==> src/rtl/lfu_pkg.sv <==
package lfu_pkg;

    typedef enum logic [1:0] {
        OP_NONE = 2'd0,
        OP_HIT  = 2'd1,
        OP_FILL = 2'd2
    } lfu_op_e;

    function automatic lfu_op_e lfu_decode(input logic vld, input logic hit);
        if (!vld) return OP_NONE;
        return hit ? OP_HIT : OP_FILL;
    endfunction

endpackage

==> src/rtl/lfu_cnt_next.sv <==
module lfu_cnt_next #(
    parameter int CNT_W = 4
) (
    input  logic [CNT_W-1:0] cnt_q,
    input  logic             vld_q,
    input  logic             age,
    input  logic             inc,
    input  logic             fill,
    output logic [CNT_W-1:0] cnt_d
);
    localparam logic [CNT_W-1:0] CNT_MAX = '1;
    localparam logic [CNT_W-1:0] CNT_ONE = CNT_W'(1);

    logic [CNT_W-1:0] aged;

    always_comb begin
        aged = cnt_q;
        if (age && vld_q) begin
            aged = cnt_q >> 1;
            if (aged == '0) aged = CNT_ONE;
        end
        cnt_d = aged;
        if (fill) begin
            cnt_d = CNT_ONE;
        end else if (!vld_q) begin
            cnt_d = '0;
        end else if (inc && aged != CNT_MAX) begin
            cnt_d = aged + CNT_ONE;
        end
    end
endmodule

==> src/rtl/lfu_victim_pick.sv <==
module lfu_victim_pick #(
    parameter int WAYS  = 4,
    parameter int CNT_W = 4,
    localparam int WAY_W = (WAYS > 1) ? $clog2(WAYS) : 1
) (
    input  logic [WAYS-1:0]             vld,
    input  logic [WAYS-1:0][CNT_W-1:0]  cnt,
    input  logic [WAYS-1:0][WAY_W-1:0]  rank,
    output logic [WAY_W-1:0]            victim
);
    logic             have_free;
    logic [WAY_W-1:0] free_way;
    logic [WAY_W-1:0] best;

    always_comb begin
        have_free = 1'b0;
        free_way  = '0;
        for (int i = WAYS - 1; i >= 0; i--) begin
            if (!vld[i]) begin
                have_free = 1'b1;
                free_way  = WAY_W'(i);
            end
        end
    end

    always_comb begin
        best = '0;
        for (int i = 1; i < WAYS; i++) begin
            if ((cnt[i] < cnt[best]) ||
                ((cnt[i] == cnt[best]) && (rank[i] > rank[best]))) begin
                best = WAY_W'(i);
            end
        end
    end

    assign victim = have_free ? free_way : best;
endmodule

==> src/rtl/lfu_victim_sel.sv <==
module lfu_victim_sel
    import lfu_pkg::*;
#(
    parameter int WAYS  = 4,
    parameter int CNT_W = 4,
    localparam int WAY_W = (WAYS > 1) ? $clog2(WAYS) : 1
) (
    input  logic             clk,
    input  logic             rst_n,
    input  logic             acc_vld,
    input  logic             acc_hit,
    input  logic [WAY_W-1:0] hit_way,
    input  logic             age_pulse,
    output logic [WAY_W-1:0] victim_way,
    output logic             victim_vld
);
    typedef struct packed {
        logic [WAYS-1:0]             vld;
        logic [WAYS-1:0][CNT_W-1:0]  cnt;
        logic [WAYS-1:0][WAY_W-1:0]  rank;
    } set_state_t;

    set_state_t st_d, st_q;

    logic [WAYS-1:0]            vld_q;
    logic [WAYS-1:0][CNT_W-1:0] cnt_q;
    logic [WAYS-1:0][WAY_W-1:0] rank_q;
    logic [WAYS-1:0][CNT_W-1:0] cnt_nx;
    logic [WAY_W-1:0]           pick_way;
    lfu_op_e                    op;

    assign vld_q  = st_q.vld;
    assign cnt_q  = st_q.cnt;
    assign rank_q = st_q.rank;
    assign op     = lfu_decode(acc_vld, acc_hit);

    lfu_victim_pick #(.WAYS(WAYS), .CNT_W(CNT_W)) u_pick (
        .vld    (vld_q),
        .cnt    (cnt_q),
        .rank   (rank_q),
        .victim (pick_way)
    );

    for (genvar g = 0; g < WAYS; g++) begin : g_way
        lfu_cnt_next #(.CNT_W(CNT_W)) u_cnt (
            .cnt_q (cnt_q[g]),
            .vld_q (vld_q[g]),
            .age   (age_pulse),
            .inc   ((op == OP_HIT)  && (hit_way  == WAY_W'(g))),
            .fill  ((op == OP_FILL) && (pick_way == WAY_W'(g))),
            .cnt_d (cnt_nx[g])
        );
    end

    always_comb begin
        st_d     = st_q;
        st_d.cnt = cnt_nx;
        if (op == OP_FILL) begin
            for (int i = 0; i < WAYS; i++) begin
                if ((WAY_W'(i) != pick_way) && vld_q[i] &&
                    (!vld_q[pick_way] || (rank_q[i] < rank_q[pick_way]))) begin
                    st_d.rank[i] = rank_q[i] + WAY_W'(1);
                end
            end
            st_d.rank[pick_way] = '0;
            st_d.vld[pick_way]  = 1'b1;
        end
    end

    always_ff @(posedge clk) begin
        if (!rst_n) st_q <= '0;
        else        st_q <= st_d;
    end

    assign victim_way = pick_way;
    assign victim_vld = (op == OP_FILL);
endmodule

==> config.mk <==
export PLATFORM = sky130hd
export DESIGN_NAME = lfu_victim_sel
export DESIGN_NICKNAME = d
export VERILOG_FILES = /design/src/rtl/lfu_pkg.sv /design/src/rtl/lfu_cnt_next.sv /design/src/rtl/lfu_victim_pick.sv /design/src/rtl/lfu_victim_sel.sv
export SDC_FILE = /design/constraint.sdc
export NUM_CORES = 1
export LEC_CHECK = 0
export ABC_AREA = 0
export CELL_PAD_IN_SITES_DETAIL_PLACEMENT = 1
export CELL_PAD_IN_SITES_GLOBAL_PLACEMENT = 1
export CORE_MARGIN = 2
export CORE_UTILIZATION = 49
export DETAILED_ROUTE_END_ITERATION = 8
export PLACE_DENSITY_LB_ADDON = 0.15
export SKIP_CTS_REPAIR_TIMING = 1
export SLEW_MARGIN = 20
export SYNTH_ARGS = -nofsm -noshare
export SYNTH_HDL_FRONTEND = slang
export SYNTH_SLANG_ARGS = --single-unit
==> constraint.sdc <==
create_clock -name clk -period 15.65 [get_ports clk]
set_input_delay 3.13 -clock clk [delete_from_list [all_inputs] [get_ports clk]]
set_output_delay 3.13 -clock clk [all_outputs]
set_load 0.005 [all_outputs]
# Word-level counts from Yosys, hierarchy flattened
# Cells that the tools add are included.
totals:
  romBits: 0
  ff_bits: 28
  wordCells: 166
  latchBits: 0
  mem_bits_rw: 0
  mem_count: 0
  out_inout_bits: 3
classes:
  div: 0
  shifts: 0
  bitwise_logic: 8
  eq_ne: 18
  n_mux: 58
  n_mul: 0
  reduce_logical: 47
  order_cmp: 14
  add_sub_neg: 8
ops:
  columns: ["cell", "count"]
  rows:
  - ["2-bit two-way mux", 21]
  - ["4-bit two-way mux", 10]
  - ["1-bit logical AND", 28]
  - ["4-bit by 1-bit adder with 4-bit output (second input constant)", 4]
  - ["4-bit binary-select mux with 2-bit select", 2]
  - ["4-bit zero test", 4]
  - ["4-bit != test (second input constant)", 4]
  - ["1-bit two-way mux", 15]
  - ["2-bit binary-select mux with 2-bit select", 3]
  - ["4-bit equality test", 3]
  - ["4-bit less-than comparator", 3]
  - ["3-bit two-way mux", 4]
  - ["3-bit OR reduction", 4]
  - ["2-bit equality test (second input constant)", 5]
  - ["2-bit by 1-bit adder with 2-bit output (second input constant)", 4]
  - ["8-bit bitwise AND", 1]
  - ["2-bit less-than comparator", 4]
  - ["8-bit inverter", 1]
  - ["1-bit logical OR", 7]
  - ["2-bit by 1-bit equality test with 1-bit output (second input constant)", 3]
  - ["2-bit greater-than comparator", 3]
  - ["2-bit by 3-bit less-than comparator with 1-bit output (second input constant)", 2]
  - ["1-bit inverter", 5]
  - ["2-bit demux with 2-bit select", 1]
  - ["other kinds (10)", 12]

# Longest topological paths before layout
# Gate-level depths: netlist (run 1).
logic_depth:
  word_depth: 25
  mapped_depth: 25
  depth_no_buf: 23

# Hierarchy
# Synthesis (run 1) repeated with hierarchy kept, for this count alone.
unflattened:
  cells_unflattened: 354
  hier_area_um2: 3017.9
by_module_without_submodules:
  columns: ["mod", "seq_area_each_um2", "cells_per_inst", "area_each_um2", "instances"]
  rows:
  - ["lfu_victim_sel", 560.5, 149, 1451.4, 1]
  - ["lfu_cnt_next", 0.0, 31, 235.2, 4]
  - ["lfu_victim_pick", 0.0, 81, 625.6, 1]

# Worst setup path before layout (run 1)
# No wires, ideal clock.
synth_timing:
  path_kind: "register -> output"
  startpoint: "register st_q (netlist bit cnt_q[1])"
  endpoint: "output port victim_way[1]"
  path_stages_with_launch: 19
  path_slack_ns: 8.613
  required_ns: 12.520
  arrival_time_ns: 3.907
  path_cell_list: "dfxtp_1 inv_1 ha_1 nor2b_1 o211ai_1 a22oi_2 mux2i_1 ha_1 nor2b_1 o211ai_1 a22o_1 clkbuf_1 a21oi_1 ha_1 nor2b_1 o211ai_1 a211o_4 o21a_1 buf_2"
synth_via:
  elab_chain_len: 17
  elab_cells_between_ends: 26
  classes_between: "order compare (5); eq/ne (3); mux (12); reduce/logical (6)"
synth_lines:
  columns: ["item", "line", "source"]
  rows:
  - ["start, declared", "lfu_victim_sel.sv:23", "set_state_t st_d, st_q;"]
  - ["start signal, assigned", "lfu_victim_sel.sv:72", "else st_q <= st_d;"]
  - ["parallel branches: the longest is 15 deep, another holds 4-bit less-than comparator", null, null]
  - ["2-bit two-way mux (*)", "lfu_victim_pick.sv:29", "if ((cnt[i] < cnt[best]) ||"]
  - ["2-bit two-way mux (*)", "lfu_victim_pick.sv:36", "assign victim = have_free ? free_way : best;"]
  - ["end, declared", "lfu_victim_sel.sv:14", "output logic [WAY_W-1:0] victim_way,"]
# Mark *: on every way between the ends. The select of a mux whose other input is x is not followed.

# Worst setup path in the final report (run 1)
# Same ends and word-level chain as after synthesis.

==> results.toml, run 1 <==
[logic_synthesis]
synth_simple_gate_area_frac = 0.261
synth_seq_cells = 28
ys.flop_type = "dfxtp_1"
async_reset_ff_frac = 0
synth_compound_area_frac = 0.222
synthAdderAreaFrac = 0.116
synth_xor_area_frac = 0.0257
synth-edff-count = 0
yosysUniqueCellTypes = 50
synth_top_family_by_area = "simple AND/OR/NAND/NOR gates"
ys.warnings.count = 0
synth_area_per_cell_um2 = 7.76
synth_cells = 307
syn_area_mm2 = 0.00238
seq_area_frac_synth = 0.235
syn_nets = 336
synthMuxAreaShare = 0.0925

[clock_tree]
clkTransAtPathRegs_ns = 0.11
root_buffer = "clkbuf_8"
clock-sinks = 28
clk_latency_ns = 0.29
tritoncts = "yes"
numCtsBuffers = 3
cts.path.max_buffers = 2
cts_max_level = 1

[global_route]
grt_pass1_vias = 2147
grt_overflow = 0
grtUsageTotal = 0.248
grt_first_pass_wirelength_mm = 10.6
grt_antenna_before_repair = 0
grt_max_degree = 20

[critical_path]
ff2ff_path_depth = 21
critPathBufInv = 2
path_max_fanout = 15
crit_path_max_incr_delay_ns = 0.59
r2r-start = "cnt_q[1]"
end_kind = "output port"
critical_path_class = "flip-flop to output port"
critPathRequiredTime_ns = 12.52
slowest_stage = "clkdlybuf4s50_1"
crit_family = "compound AO/OA/AOI/OAI gates"
crit_top_cell = "ha_1"
crit_chain = "inv_1, ha_1, nor2b_1, o211ai_1, a22oi_2, mux2i_1, ha_1, nor2b_1, o211ai_1, a22o_1, nor2_1, a21oi_1, ha_1, a221oi_1, a211o_4, o21a_1, clkdlybuf4s50_1"
startpoint_type = "flip-flop"
timing.rr.end = "rank_q[7]"
crit_arrival_ns = 5.18
r2r_slack_ns = 10.19

[power_and_ir_drop]
leakagePower_nw = 0.907
p_per_area_mw_per_mm2 = 59.6
ir_drop_v = 0.0000300

[floorplanning]
row_count = 25
die_h_um = 73.7
io_pins = 10
start_util = 0.507
dieArea_mm2 = 0.00543
design.core.area_mm2 = 0.00469
die_w_um = 73.7

[finish]
final_cell_mix = "nand2_1 (31), dfxtp_1 (28), nor2_1 (26)"
area_growth_pct = 7.51
mostFrequentLayoutCell = "nand2_1"
fillers = 602
finalNetCount = 337
finish.instance_area_mm2 = 0.00256
stdcell_count = 361
multiInputGateArea_mm2 = 0.00171
n_antenna_cell = 0
regArea_um2 = 561
drive_gt1_frac = 0.0586

[worst_hold_path]
worstHoldStart = "rank_q[7]"
hold_depth = 2
hp-class = "flip-flop to flip-flop"
hold_path_end = "rank_q[7]"

[sta]
fin_ws_ns = 7.34
tns_ns = 0
layout_min_cycle_time_ns = 8.31
fin_hold_ws_ns = 0.584
final.period_utilization = 0.531
skew_ns = 0.00518
rsz0062_at_grt = "no"
worstMarginPinSlew_ns = 0.681
max_clock_freq_mhz = 120
finalHoldViolations = 0
relSlewSlack = 0.545
finalSetupViolCount = 0
slew_viol_final = 0

[placed_design]
placed_cell_area_mm2 = 0.00249
place_hpwl_mm = 4.93
gp_congestion = 0.826
io_buffers = 9
pre_cts_slack_ns = 7.66
dpl.cell_count = 357

[route]
antenna_left = 0
vias_per_cell = 6.16
num_vias = 2222
drt-total-wl_mm = 6.28
drc = 0
drt_first_pass_iters = 4
detail_route.iter0.violations = 107
wl_per_cell_um = 17.4

[outcome]
status = "finished clean"

[run]
maxCapViolations = 0
==> layer usage <==
metal,vias up,track usage,wire length (um)
li1,1125,-,-
met1,1045,0.352,3020
met2,38,0.402,2980
met3,14,0.0206,156
met4,0,0.0687,124
met5,-,0,0
==> synthesized netlist by cell type (all sizes together) (5+ instances only) <==
master	count	area share
nand3	13	0.033
nand4	13	0.034
and3	7	0.019
o211ai	5	0.016
a21oi	22	0.046
dfxtp	28	0.24
mux2i	16	0.067
ha	22	0.12
a21boi	5	0.016
clkbuf	12	0.019
o21ai	16	0.034
mux2	5	0.025
and2	8	0.023
nor2	26	0.041
nand2	31	0.049
nor3	5	0.011
inv	16	0.025
==> stage by stage <==
step / power, mW / util
3_5_place_dp: 0.0939 / 0.530
3_3_place_gp: 0.0933 / 0.530
4_1_cts: 0.154 / 0.546
6_report: 0.153 / 0.546
2_1_floorplan: 0.0882 / -
5_1_grt: 0.159 / 0.546
==> registers in the layout (all words and copies together) (netlist names) <==
register  flops
cnt_q        16
rank_q        8
vld_q         4
==> cell type report <==
| type | count | area share |
|---|---|---|
| Sequential cell | 28 | 0.219 |
| Clock inverter | 1 | 0.0117 |
| Clock buffer | 3 | 0.0161 |
| Inverter | 17 | 0.0249 |
| Tap cell | 54 | 0.0264 |
| Multi-Input combinational cell | 249 | 0.667 |
| Timing Repair Buffer | 9 | 0.0352 |
==> worst max path at each step <==
stage | start | end | slack, ns | cells after the start
2_1_floorplan | cnt_q[1] | victim_way[1] | 8.61 | 18
3_3_place_gp | acc_hit | victim_vld | 7.79 | 4
3_5_place_dp | cnt_q[1] | victim_way[1] | 7.66 | 17
4_1_cts | cnt_q[1] | victim_way[1] | 7.32 | 17
5_1_grt | cnt_q[1] | victim_way[1] | 6.81 | 17
6_report | cnt_q[1] | victim_way[1] | 7.34 | 17
==> power breakdown <==
part,internal [mW],switching [mW]
Combinational,0.00837,0.0110
Sequential,0.0718,0.00126
Clock,0.0343,0.0257
==> kinds of logic (layout without fill, tap and decap cells) <==
family,count (synthesis),after routing
AOI/OAI and AO/OA,78,78
xor gates and xnor gates,7,7
adders and majority gates,22,22
buffers and inverters,30,30
DFF,28,28
muxes,21,21
and+or+nand+nor,121,121
==> worst register-to-register path: stages, from the launching register on <==
cell	delay (ns)
dfxtp_1	0.44
inv_1	0.07
ha_1	0.30
nor2b_1	0.13
o211ai_1	0.10
a22oi_2	0.45
mux2i_1	0.31
ha_1	0.28
nor2b_1	0.14
o211ai_1	0.16
a22o_1	0.47
nor2_1	0.10
a21oi_1	0.16
ha_1	0.26
a221oi_1	0.35
a211o_4	0.19
o21a_1	0.39
mux2i_1	0.13
mux2_4	0.33
and2_4	0.19
or3_1	0.30
a21oi_1	0.14
(Power assumes the default switching activity.)
==> inputs of run 2 (changes only) <==
--- a/config.mk
+++ b/config.mk
@@ -9,7 +9,7 @@
 export CELL_PAD_IN_SITES_DETAIL_PLACEMENT = 1
 export CELL_PAD_IN_SITES_GLOBAL_PLACEMENT = 1
 export CORE_MARGIN = 2
-export CORE_UTILIZATION = 49
+export CORE_UTILIZATION = 46
 export DETAILED_ROUTE_END_ITERATION = 8
 export PLACE_DENSITY_LB_ADDON = 0.15
 export SKIP_CTS_REPAIR_TIMING = 1
==> constraint.sdc (replaced) <==
create_clock -name clk -period 7.9 [get_ports clk]
set_input_delay 1.58 -clock clk [delete_from_list [all_inputs] [get_ports clk]]
set_output_delay 1.58 -clock clk [all_outputs]
set_load 0.005 [all_outputs]
==> run 2 against run 1 <==
- flip-flop and latch count did not move
- final cell count rose by 4.4%
- combinational power rose by 98%
- final area rose by 0.78%
- first-iteration DRC count fell by 1.9%
- critical path depth did not move
- wire length barely moved
- utilization fell by 3.4 points
- critical path type unchanged
- critical endpoint unchanged
==> results.toml, run 2 (synthesized netlist as in run 1, its figures left out) <==
[route]
drc = 0
drt-total-wl_mm = 6.28
wl_per_cell_um = 16.7
routed-wl-met2_mm = 3.06
num_vias = 2237
drt_first_pass_iters = 4
routed-wl-met3_um = 103
vias_per_cell = 5.93
antenna_left = 0
top_layer_used = "met4"
wl_met1_mm = 3.04
detail_route.iter0.violations = 105

[sta]
relSlewSlack = 0.557
layout_min_cycle_time_ns = 6.76
finalHoldViolations = 0
finalSetupViolCount = 0
slew_viol_final = 0
worstMarginPinSlew_ns = 0.663
skew_ns = 0.00309
final.period_utilization = 0.856
max_clock_freq_mhz = 148
tns_ns = 0
rsz0062_at_grt = "no"

[floorplanning]
design.core.area_mm2 = 0.00504
io_pins = 10
start_util = 0.472
row_count = 26
dieArea_mm2 = 0.00577
die_w_um = 75.9
die_h_um = 75.9

[critical_path]
crit_top_cell = "ha_1"
crit_path_max_incr_delay_ns = 0.60
crit_chain = "inv_1, ha_1, nor2b_1, o211ai_1, a22oi_2, mux2i_1, ha_1, nor2b_1, o211ai_1, a22o_1, nor2_1, a21oi_1, ha_1, a221oi_1, a211o_4, o21a_1, clkdlybuf4s50_1"
startpoint_type = "flip-flop"
ff2ff_path_depth = 21
critPathRequiredTime_ns = 6.32
crit_arrival_ns = 5.18
critical_path_class = "flip-flop to output port"
path_max_fanout = 15
slowest_stage = "clkdlybuf4s50_1"
r2r_slack_ns = 2.44
end_kind = "output port"

[finish]
largest_register_ffs = 16
area_growth_pct = 8.36
n_antenna_cell = 0
finalNetCount = 337
final_cell_mix = "nand2_1 (31), dfxtp_1 (28), nor2_1 (26)"
mostFrequentLayoutCell = "nand2_1"
drive_gt1_frac = 0.0586

[run]
maxCapViolations = 0

[clock_tree]
cts.path.max_buffers = 2
clkTransAtPathRegs_ns = 0.10
cts_max_level = 1
root_buffer = "clkbuf_8"
clk_latency_ns = 0.28
tritoncts = "yes"
numCtsBuffers = 3
clock-sinks = 28

[worst_hold_path]
hp-class = "flip-flop to flip-flop"
hold_depth = 2

[global_route]
grt_antenna_before_repair = 0
grt_pass1_vias = 2223
grt_overflow = 0
grt_max_degree = 20
grtUsageTotal = 0.226
grt_first_pass_wirelength_mm = 10.8

[power_and_ir_drop]
total_power_uw = 302
leakagePower_nw = 0.907
p_per_area_mw_per_mm2 = 117
ir_drop_v = 0.0000607

[placed_design]
place_hpwl_mm = 4.93
gp_congestion = 0.769
io_buffers = 9

[outcome]
status = "finished clean"
-- run 2: where the power goes --
part | total, mW | switching [mW] | internal (mW)
combinational | 0.0384 | 0.0218 | 0.0166
sequential | 0.145 | 0.00242 | 0.142
clock | 0.119 | 0.0512 | 0.0680
-- run 2: worst paths after layout --
kind / to / startpoint
worst min register to register: cnt_q[15] / cnt_q[13]
worst max-delay path: victim_way[1] / cnt_q[1]
worst min-delay path: cnt_q[15] / cnt_q[13]
worst max register to register: rank_q[7] / cnt_q[1]
-- run 2: routing by layer --
metal / track usage / vias up
met3: 0.0226 / 7
li1: - / 1126
met5: 0 / -
met4: 0.0545 / 0
met2: 0.392 / 20
met1: 0.302 / 1084
-- run 2: critical path: cells and delay by family, from the launching register on --
family | cells | cell delay, ns
mux | 1 | 0.31
buf+inv | 2 | 0.67
fa+ha+maj | 3 | 0.85
simple gates | 3 | 0.38
flops | 1 | 0.45
compound gates | 8 | 2.26
-- run 2: final cells by class --
type	count	area (um^2)
Fill cell	629	2460
Multi-Input combinational cell	249	1710
Sequential cell	28	561
Timing Repair Buffer	9	90.1
Tap cell	70	87.6
Inverter	17	63.8
Clock buffer	3	41.3
Clock inverter	1	30.0
-- run 2: metrics by stage --
| stage | utilization | cell area [um^2] | hold slack (ns) | cells | setup slack (ns) |
|---|---|---|---|---|---|
| final | 0.512 | 2580 | 0.585 | 377 | 1.14 |
| after global routing | 0.512 | 2580 | 0.625 | 377 | 0.704 |
| after CTS | 0.512 | 2580 | 0.585 | 377 | 1.13 |
| after detailed placement | 0.498 | 2510 | 0.568 | 373 | 1.46 |
| after global placement | 0.498 | 2510 | 0.553 | 373 | 1.62 |
| after floorplan | - | 2380 | 0.488 | 307 | 2.41 |
